===== src/rtl/irq_pin_pkg.sv =====
package irq_pin_pkg;
    typedef enum logic [1:0] {
        PIN_RELEASED = 2'd0,
        PIN_GEN_LOW  = 2'd1,
        PIN_SUS_LOW  = 2'd2
    } pin_state_e;
endpackage


===== src/rtl/irq_status_bank.sv =====
module irq_status_bank #(
    parameter int NUM_SRC = 8
) (
    input  logic               clk,
    input  logic               rst_n,
    input  logic [NUM_SRC-1:0] set_pulse,
    input  logic               clr_we,
    input  logic [NUM_SRC-1:0] clr_data,
    output logic [NUM_SRC-1:0] status_q
);
    for (genvar i = 0; i < NUM_SRC; i++) begin : g_bit
        always_ff @(posedge clk or negedge rst_n) begin
            if (!rst_n) begin
                status_q[i] <= 1'b0;
            end else if (set_pulse[i]) begin
                // a set in the same cycle as a clear wins
                status_q[i] <= 1'b1;
            end else if (clr_we && clr_data[i]) begin
                status_q[i] <= 1'b0;
            end
        end
    end
endmodule


===== src/rtl/irq_pin_fsm.sv =====
module irq_pin_fsm
    import irq_pin_pkg::*;
#(
    parameter int NUM_SRC = 8
) (
    input  logic               clk,
    input  logic               rst_n,
    input  logic               mode_susp,
    input  logic               hub_configured,
    input  logic               hub_suspended,
    input  logic [NUM_SRC-1:0] status_q,
    input  logic [NUM_SRC-1:0] irq_en,
    output logic               irq_pull
);
    pin_state_e state_q, state_d;
    logic       pending;
    logic       hub_idle;

    assign pending  = |(status_q & irq_en);
    assign hub_idle = !hub_configured || hub_suspended;

    always_comb begin
        if (mode_susp) begin
            state_d = hub_idle ? PIN_SUS_LOW : PIN_RELEASED;
        end else begin
            state_d = pending ? PIN_GEN_LOW : PIN_RELEASED;
        end
    end

    always_ff @(posedge clk or negedge rst_n) begin
        if (!rst_n) begin
            state_q <= PIN_RELEASED;
        end else begin
            state_q <= state_d;
        end
    end

    always_comb begin
        unique case (state_q)
            PIN_RELEASED: irq_pull = 1'b0;
            PIN_GEN_LOW:  irq_pull = 1'b1;
            PIN_SUS_LOW:  irq_pull = 1'b1;
            default:      irq_pull = 1'b0;
        endcase
    end
endmodule


===== src/rtl/irq_pin_ctrl.sv =====
module irq_pin_ctrl #(
    parameter int NUM_SRC = 8
) (
    input  logic               clk,
    input  logic               rst_n,
    input  logic [NUM_SRC-1:0] set_pulse,
    input  logic               clr_we,
    input  logic [NUM_SRC-1:0] clr_data,
    input  logic [NUM_SRC-1:0] irq_en,
    input  logic               mode_susp,
    input  logic               hub_configured,
    input  logic               hub_suspended,
    output logic               irq_pull
);
    logic [NUM_SRC-1:0] status_q;

    irq_status_bank #(.NUM_SRC(NUM_SRC)) u_bank (
        .clk       (clk),
        .rst_n     (rst_n),
        .set_pulse (set_pulse),
        .clr_we    (clr_we),
        .clr_data  (clr_data),
        .status_q  (status_q)
    );

    irq_pin_fsm #(.NUM_SRC(NUM_SRC)) u_fsm (
        .clk            (clk),
        .rst_n          (rst_n),
        .mode_susp      (mode_susp),
        .hub_configured (hub_configured),
        .hub_suspended  (hub_suspended),
        .status_q       (status_q),
        .irq_en         (irq_en),
        .irq_pull       (irq_pull)
    );
endmodule


===== config.mk =====
export PLATFORM = sky130hd
export DESIGN_NAME = irq_pin_ctrl
export DESIGN_NICKNAME = d
export VERILOG_FILES = /design/src/rtl/irq_pin_pkg.sv /design/src/rtl/irq_status_bank.sv /design/src/rtl/irq_pin_fsm.sv /design/src/rtl/irq_pin_ctrl.sv
export SDC_FILE = /design/constraint.sdc
export NUM_CORES = 1
export LEC_CHECK = 0
export ABC_AREA = 1
export BUFFER_PORTS_ARGS = -buffer_cell sky130_fd_sc_hd__buf_2
export CAP_MARGIN = 5
export CORE_AREA = 2 2 39 41
export CTS_CLUSTER_SIZE = 40
export DETAILED_ROUTE_END_ITERATION = 10
export DIE_AREA = 0 0 41 43
export HOLD_SLACK_MARGIN = 0.15
export PLACE_DENSITY = 0.68
export SLEW_MARGIN = 20
export SYNTH_ARGS = -nofsm -noshare
export SYNTH_HDL_FRONTEND = slang
export SYNTH_SLANG_ARGS = --single-unit

===== constraint.sdc =====
create_clock -name clk -period 0.8 [get_ports clk]
set_input_delay 0.04 -clock clk [delete_from_list [all_inputs] [get_ports clk]]
set_output_delay 0.04 -clock clk [all_outputs]
set_load 0.02 [all_outputs]

Yosys cells after proc, flatten, opt, wreduce, memory -nomap -nowiden
Index checks and enable logic that the tools add are counted.
- bits in registers: 10
- word-level logic and storage cells: 52
- equality and inequality tests: 2
- bitwise logic cells: 1
- reductions and logical operators: 20
- multiplexer cells: 20
- operator list (operator ; count):
    two-way mux 1 bit ; 18
    nonzero test 2 bit ; 8
    bitwise AND 8 bit ; 1
    logical AND 1 bit ; 8
    OR reduction 8 bit ; 1
    two-way mux 2 bit ; 2
    == test 2 x 1 -> 1 bit, second input constant ; 1
    == test 2 bit, second input constant ; 1
    OR reduction 2 bit ; 1
    zero test 1 bit ; 1
    logical OR 1 bit ; 1

Depth between registers and ports, before layout
Gate-level depths: netlist (run 1).
- word-level depth: 4
- mapped depth: 4

Modules after synthesis
Synthesis (run 1) repeated with hierarchy kept, for this count alone.
- cells, all modules: 61
- area, all modules: 452.9 um^2
- modules (own cells, without submodules) (module ; sequential area each (um^2) ; cells an instance ; instances ; area each (um^2)):
    irq_status_bank ; 200.2 ; 41 ; 1 ; 325.3
    irq_pin_fsm ; 50.0 ; 20 ; 1 ; 127.6

Least setup slack after synthesis (run 1)
Ideal clock, no wire load.
- path type: register -> output
- start point: register u_fsm.state_q[0]
- end point: output irq_pull
- cell stages (with the launch flop): 2
- data arrival time: 720 ps
- data required time: 760 ps
- path slack: 40 ps
- buffers on the path: 0
- cell sequence: dfrtp_1 -> xor2_1
- longest elaborated chain between the ends: 3
- elaborated cells between the ends (all ways): 4
- those cells by class: eq/ne: 2; mux: 1; reduce/logical: 1
- RTL lines (what ; line ; RTL):
    from (decl) ; irq_pin_fsm.sv:15 ; pin_state_e state_q, state_d;
    from (signal assigned) ; irq_pin_fsm.sv:34 ; state_q <= state_d;
    == test 2 x 1 -> 1 bit or == test 2 bit (tied branches) ; irq_pin_fsm.sv:39 ; unique case (state_q)
    OR reduction 2 bit (no source line) * ; -- ;
    two-way mux 1 bit * ; irq_pin_fsm.sv:39 ;
    to (decl) ; irq_pin_ctrl.sv:13 ; output logic irq_pull
Every way passes the cells marked *; elsewhere a longest branch is shown, timed or not.

Worst setup path in the final report (run 1)
Same ends and word-level chain as after synthesis.

==> out/metrics.csv, run 1 <==
metric,value,unit
"Core Util, Final",0.635,
wire length after detailed routing,1.35,mm
worst path setup slack after routing,-188,ps
initial antenna violation count,0,
Ys Warns,0,
final count of negative-setup-slack endpoints,1,
worst-path cell with the longest stage delay,sky130_fd_sc_hd__dfrtp_1,
final hold violation count,0,
combinational cell fraction of total power,0.237,
total number of vias,520,
post-DR wirelength/cell,11.5,um
failing checks,negative setup slack,
CORE AREA,1380,um^2
total global routing track utilization,0.179,
drc violations,0,
number of nets in the layout,133,
worst-case hold slack,117,ps
Placement Cell Area,588,um^2
path type of the worst min-delay path,input pin to register,
area enclosed by the die boundary,1760,um^2
crit path cell chain,xor2_1 > buf_4,
remaining global-route overflow,0,
time the worst path needs with I/O delays and setup,988,ps
actual slew at the worst max-slew pin,227,ps
# H-tree levels,1,
data arrival time at the worst-slack endpoint,950,ps
biggest fanout along the worst timing path,1,
"CTS clk-pin slew, worst paths",60,ps
result of the run,"finished, violations left",
Die Wd,41,um
hold-fix buffer count after cts,25,
cell family with most CP delay,flip-flops,
Antenna Nets Post-Route,0,
clock net sink count,10,
Slowest Stage Delay on Critical Path,380,ps
cell area after technology mapping,425,um^2
Vert. Die Dim,43,um
average cell area after synthesis,9.45,um^2
net switching power,0.278,mW
fraction of final layout cells with drive strength greater than 1,0.356,
first-pass GRT wire length,1.91,mm
total chip power,1.17,mW
kind of critical path,register to output pin,
number of fill cells,122,
setup repair after global routing missed its margin,true,
number of cells produced by synthesis,45,
Longest Clk Path Bufs,2,
share of power burned in registers,0.477,
via count of the first global-routing pass,494,
skew final,5.34,ps
Final Instance Area,878,um^2
root cell of the clock tree,sky130_fd_sc_hd__clkbuf_4,
required time at the worst-slack endpoint,760,ps
number of optimization iterations in the first detailed-route pass,4,
number of buffers inserted by port buffering,30,
most frequent cells in the layout,"sky130_fd_sc_hd__buf_2, sky130_fd_sc_hd__dlygate4sd3_1, sky130_fd_sc_hd__nand2_1, sky130_fd_sc_hd__dfrtp_1, sky130_fd_sc_hd__a21o_1",
Clock power frac,0.286,
syn nets,75,
max-cap viol count,0,
antenna cell count,0,
nature of the critical path startpoint,register,
count of boundary I/O pins,31,
effective utilization at floorplan,0.307,
synth unique cells,9,
fin crit share,1.23,
number of vias per cell after detailed routing,4.44,
clock buffers created by TritonCTS,3,
Sw Ratio,0.237,
global placement routability congestion,0.656,
Row Count,14,
sequential element share of the synthesized area,0.588,
Worst setup EP type,output pin,
CTS tree,done,
Power Density,1330,nW/um^2
Setup Slack @ Placement,25.6,ps
pin count of the biggest net entering global routing,11,
total leakage power,0.453,nW
cell internal power dissipation,0.894,mW
number of max-slew violations in the final report,0,
maximum operating frequency,1010,MHz
#FFs+latches synth,10,
most common library cell in the layout ignoring fill and taps,sky130_fd_sc_hd__buf_2,
number of design-rule violations left by the first detailed-router iteration,8,
remaining max-slew budget at the tightest pin,0.849,
Buf/Inv on CP,1,
clock latency reported for the late side of the worst-skew pair,270,ps
area growth from synthesis to layout,106,%
maximum resistive drop on vdd,709,uV
[cells in the mapped netlist]
cell type,instances,area (um^2)
sky130_fd_sc_hd__a21boi_0,1,7.51
sky130_fd_sc_hd__a21o_1,8,60.1
sky130_fd_sc_hd__a21oi_1,1,5.00
sky130_fd_sc_hd__buf_4,1,7.51
sky130_fd_sc_hd__dfrtp_1,10,250
sky130_fd_sc_hd__inv_1,1,3.75
sky130_fd_sc_hd__nand2_1,20,75.1
sky130_fd_sc_hd__nor2_1,2,7.51
sky130_fd_sc_hd__xor2_1,1,8.76
[path summary, 6_finish.rpt]
check	from	endpoint	slack, ps	cells after the start
worst min-delay path	clr_we	u_bank.status_q[3]	120	3
min in group asynchronous	rst_n	u_fsm.state_q[1]	170	2
max in group asynchronous	rst_n	u_bank.status_q[4]	430	2
worst max-delay path	u_fsm.state_q[0]	irq_pull	-190	2
worst max register to register	u_bank.status_q[7]	u_bank.status_q[7]	0	2
worst min register to register	u_bank.status_q[4]	u_bank.status_q[4]	490	1
[layout make-up]
class / instances / area [um^2] / share of cell area
Multi-Input combinational cell: 33 / 174 / 0.198
Timing Repair Buffer: 54 / 408 / 0.464
Clock buffer: 3 / 22.5 / 0.0256
Inverter: 1 / 3.75 / 0.00427
Sequential cell: 10 / 250 / 0.285
Tap cell: 16 / 20.0 / 0.0228
[cells by family (layout without fill, tap and decap cells)]
kind of cell,count (synthesis),in the layout,synth area share
xor gates and xnor gates,1,1,0.0206
and+or+nand+nor,22,22,0.194
DFF,10,10,0.588
buffers and inverters,2,58,0.0265
AOI/OAI and AO/OA,10,10,0.171
[worst min-delay path, cell delays in order]
cell	delay [ps]
sky130_fd_sc_hd__buf_2	150
sky130_fd_sc_hd__nand2_1	70
sky130_fd_sc_hd__a21o_1	90
[per-layer routing]
metal	track usage	up-vias	part of all wire
met5	0	-	0
met4	0.120	0	0.035
met3	0.0785	6	0.057
met2	0.328	24	0.55
met1	0.127	233	0.36
li1	-	257	-
[stage by stage]
| step | std cells | TNS (ps) |
|---|---|---|
| 2_1_floorplan | 45 | 0 |
| 3_3_place_gp | 90 | 0 |
| 3_5_place_dp | 90 | 0 |
| 4_1_cts | 118 | -197 |
| 5_1_grt | 117 | -301 |
| 6_report | 117 | -188 |
[state kept, by name (all words and copies together) (netlist names)]
register / flops
u_bank.status_q: 8
u_fsm.state_q: 2
[power groups by stage]
stage / Sequential, mW / Combinational, mW / Clock, mW
finish: 0.558 / 0.278 / 0.336
global placement: 0.562 / 0.162 / 0
floorplan: 0.560 / 0.0738 / 0
global route: 0.560 / 0.308 / 0.387
detailed placement: 0.566 / 0.164 / 0
CTS: 0.556 / 0.258 / 0.353
[what timing repair did]
action | CTS | global route
pin swaps | 0 | 8
gates resized for setup | 0 | 6
setup buffers | 0 | 3
endpoints found under the setup margin | 1 | 2
gates cloned | 0 | 0
endpoints found under the hold margin | 20 | 5
Note: power is estimated with default switching activity, not from simulation.
==> inputs of run 2 (changes only) <==
- MAX_ROUTING_LAYER: not set -> met4
- clock period: 0.8 -> 0.9 ns (I/O delays scaled with it)
==> run 2 against run 1 <==
The run still ends with negative setup slack left. Sequential share of layout area about the same. Clock skew decreased by 0.76 ps. Die area is the same. Total power decreased by 4.8%. Non-clock buffer count grew 1. Global-route usage fell by 0.25 points. Clock power increased by 15%. Core utilization up 0.090 points. Final cell count rose by 1.7%. Combinational power decreased by 15%. Worst hold slack gained 37 ps. Highest routed layer unchanged.
==> out/metrics.csv, run 2 (same netlist as run 1, synthesis figures left out) <==
metric,value,unit
Clock power frac,0.348,
combinational cell fraction of total power,0.211,
number of fill cells,117,
number of flip-flops under the largest register name,8,
total chip power,1.12,mW
Final HPWL DP,753,um
failing checks,negative setup slack,
wire length after detailed routing,1.24,mm
effective utilization at floorplan,0.307,
number of buffers inserted by post-CTS setup repair,0,
area growth from synthesis to layout,107,%
biggest regs,"u_bank.status_q: 8 flops, u_fsm.state_q: 2 flops",
Antenna Nets Post-Route,0,
"CTS clk-pin slew, worst paths",70,ps
final hold violation count,0,
number of optimization iterations in the first detailed-route pass,4,
most common library cell in the layout ignoring fill and taps,sky130_fd_sc_hd__buf_2,
Longest Clk Path Bufs,2,
maximum operating frequency,1000,MHz
cell family with most CP delay,flip-flops,
data arrival time at the worst-slack endpoint,950,ps
net switching power,0.238,mW
via count of the first global-routing pass,502,
share of power burned in registers,0.442,
Slowest Stage Delay on Critical Path,370,ps
post-DR wirelength/cell,10.4,um
clock latency reported for the late side of the worst-skew pair,260,ps
crit path cell chain,xor2_1 > buf_4,
sequential cell area,250,um^2
Power Density,1270,nW/um^2
Buf/Inv on CP,1,
path type of the worst min-delay path,input pin to register,
initial antenna violation count,0,
number of max-slew violations in the final report,0,
drc violations,0,
antenna cell count,0,
Row Count,14,
clock buffers created by TritonCTS,3,
Worst setup EP type,output pin,
worst-path cell with the longest stage delay,sky130_fd_sc_hd__dfrtp_1,
max-cap viol count,0,
first-pass GRT wire length,1.92,mm
cell internal power dissipation,0.878,mW
pin count of the biggest net entering global routing,11,
total global routing track utilization,0.176,
total leakage power,0.455,nW
setup repair after global routing missed its margin,true,
CTS tree,done,
required time at the worst-slack endpoint,850,ps
multi-input gate area in the final layout,164,um^2
most frequent cells in the layout,"sky130_fd_sc_hd__buf_2, sky130_fd_sc_hd__dlygate4sd3_1, sky130_fd_sc_hd__nand2_1, sky130_fd_sc_hd__dfrtp_1, sky130_fd_sc_hd__a21o_1",
Die Wd,41,um
global placement routability congestion,0.662,
time the worst path needs with I/O delays and setup,999,ps
worst-case hold slack,155,ps
clock net sink count,10,
root cell of the clock tree,sky130_fd_sc_hd__clkbuf_4,
actual slew at the worst max-slew pin,216,ps
R2R Setup Slk,110,ps
Vert. Die Dim,43,um
number of vias per cell after detailed routing,4.27,
result of the run,"finished, violations left",
# H-tree levels,1,
area enclosed by the die boundary,1760,um^2
number of design-rule violations left by the first detailed-router iteration,7,
register with the highest flop count,u_bank.status_q,
remaining global-route overflow,0,
worst path setup slack after routing,-98.9,ps
remaining max-slew budget at the tightest pin,0.856,
final count of negative-setup-slack endpoints,1,
skew final,4.58,ps
CORE AREA,1380,um^2
fraction of final layout cells with drive strength greater than 1,0.330,
number of nets in the layout,134,
maximum resistive drop on vdd,705,uV
Sw Ratio,0.213,
count of boundary I/O pins,31,
total number of vias,508,
number of buffers inserted by port buffering,30,
biggest fanout along the worst timing path,1,
kind of critical path,register to output pin,
fin crit share,1.11,
nature of the critical path startpoint,register,
## run 2: cell count changes in the layout (fill, tap and decap cells not counted), sizes merged
cell and delta:
clkbuf +2, dlygate4sd3 +1, dlymetal6s4s -1
## run 2: final cells by class
| class | count | area share |
|---|---|---|
| flip-flops and latches | 10 | 0.284 |
| multi-input cells | 33 | 0.186 |
| clock buffers | 4 | 0.0413 |
| inverters | 1 | 0.00427 |
| well taps | 16 | 0.0228 |
| repair buffers | 55 | 0.461 |
## run 2: per-stage QoR
step,cell area (um^2),setup TNS (ps),utilization,worst slack (ps),std cells
final,880,-98.9,0.636,-98.9,119
after global routing,880,-173,0.636,-173,119
after CTS,877,-91.2,0.634,-91.2,119
after detailed placement,588,0,0.425,116,90
after global placement,588,0,0.425,149,90
after floorplan,425,0,-,135,45
## run 2: path summary, 6_finish.rpt
kind,start,endpoint,cells past startpoint
hold / removal,irq_en[2],u_fsm.state_q[0],5
max in group asynchronous,rst_n,u_bank.status_q[5],2
hold reg to reg,u_bank.status_q[6],u_bank.status_q[6],1
setup / recovery,u_fsm.state_q[0],irq_pull,2
setup reg to reg,u_bank.status_q[5],u_fsm.state_q[0],4
min in group asynchronous,rst_n,u_fsm.state_q[1],2
## run 2: power by group through the flow
stage,sequential [mW],combinational [mW],clock (mW)
3_3_place_gp,0.500,0.144,0
5_1_grt,0.496,0.263,0.424
4_1_cts,0.493,0.233,0.399
6_report,0.493,0.235,0.388
3_5_place_dp,0.502,0.147,0
2_1_floorplan,0.498,0.0656,0
## run 2: layer usage
layer / GRT usage / wire length (um) / up-vias / share of wire
li1: - / - / 261 / -
met5: - / 0 / - / 0
met1: 0.138 / 447 / 225 / 0.36
met3: 0.0628 / 59 / 4 / 0.048
met4: 0.0800 / 35 / 0 / 0.028
met2: 0.325 / 696 / 18 / 0.56
## run 2: what timing repair did
item | 4_1_cts | 5_1_grt
hold endpoints to repair | 20 | 0
gates resized for setup | 1 | 1
endpoints found under the setup margin | 1 | 2
hold buffers | 25 | 0
## run 2: worst min-delay path: cells and delay by family
kind            cells  cell delay (ps)
buf+inv             1               80
compound gates      1              120
simple gates        3              120
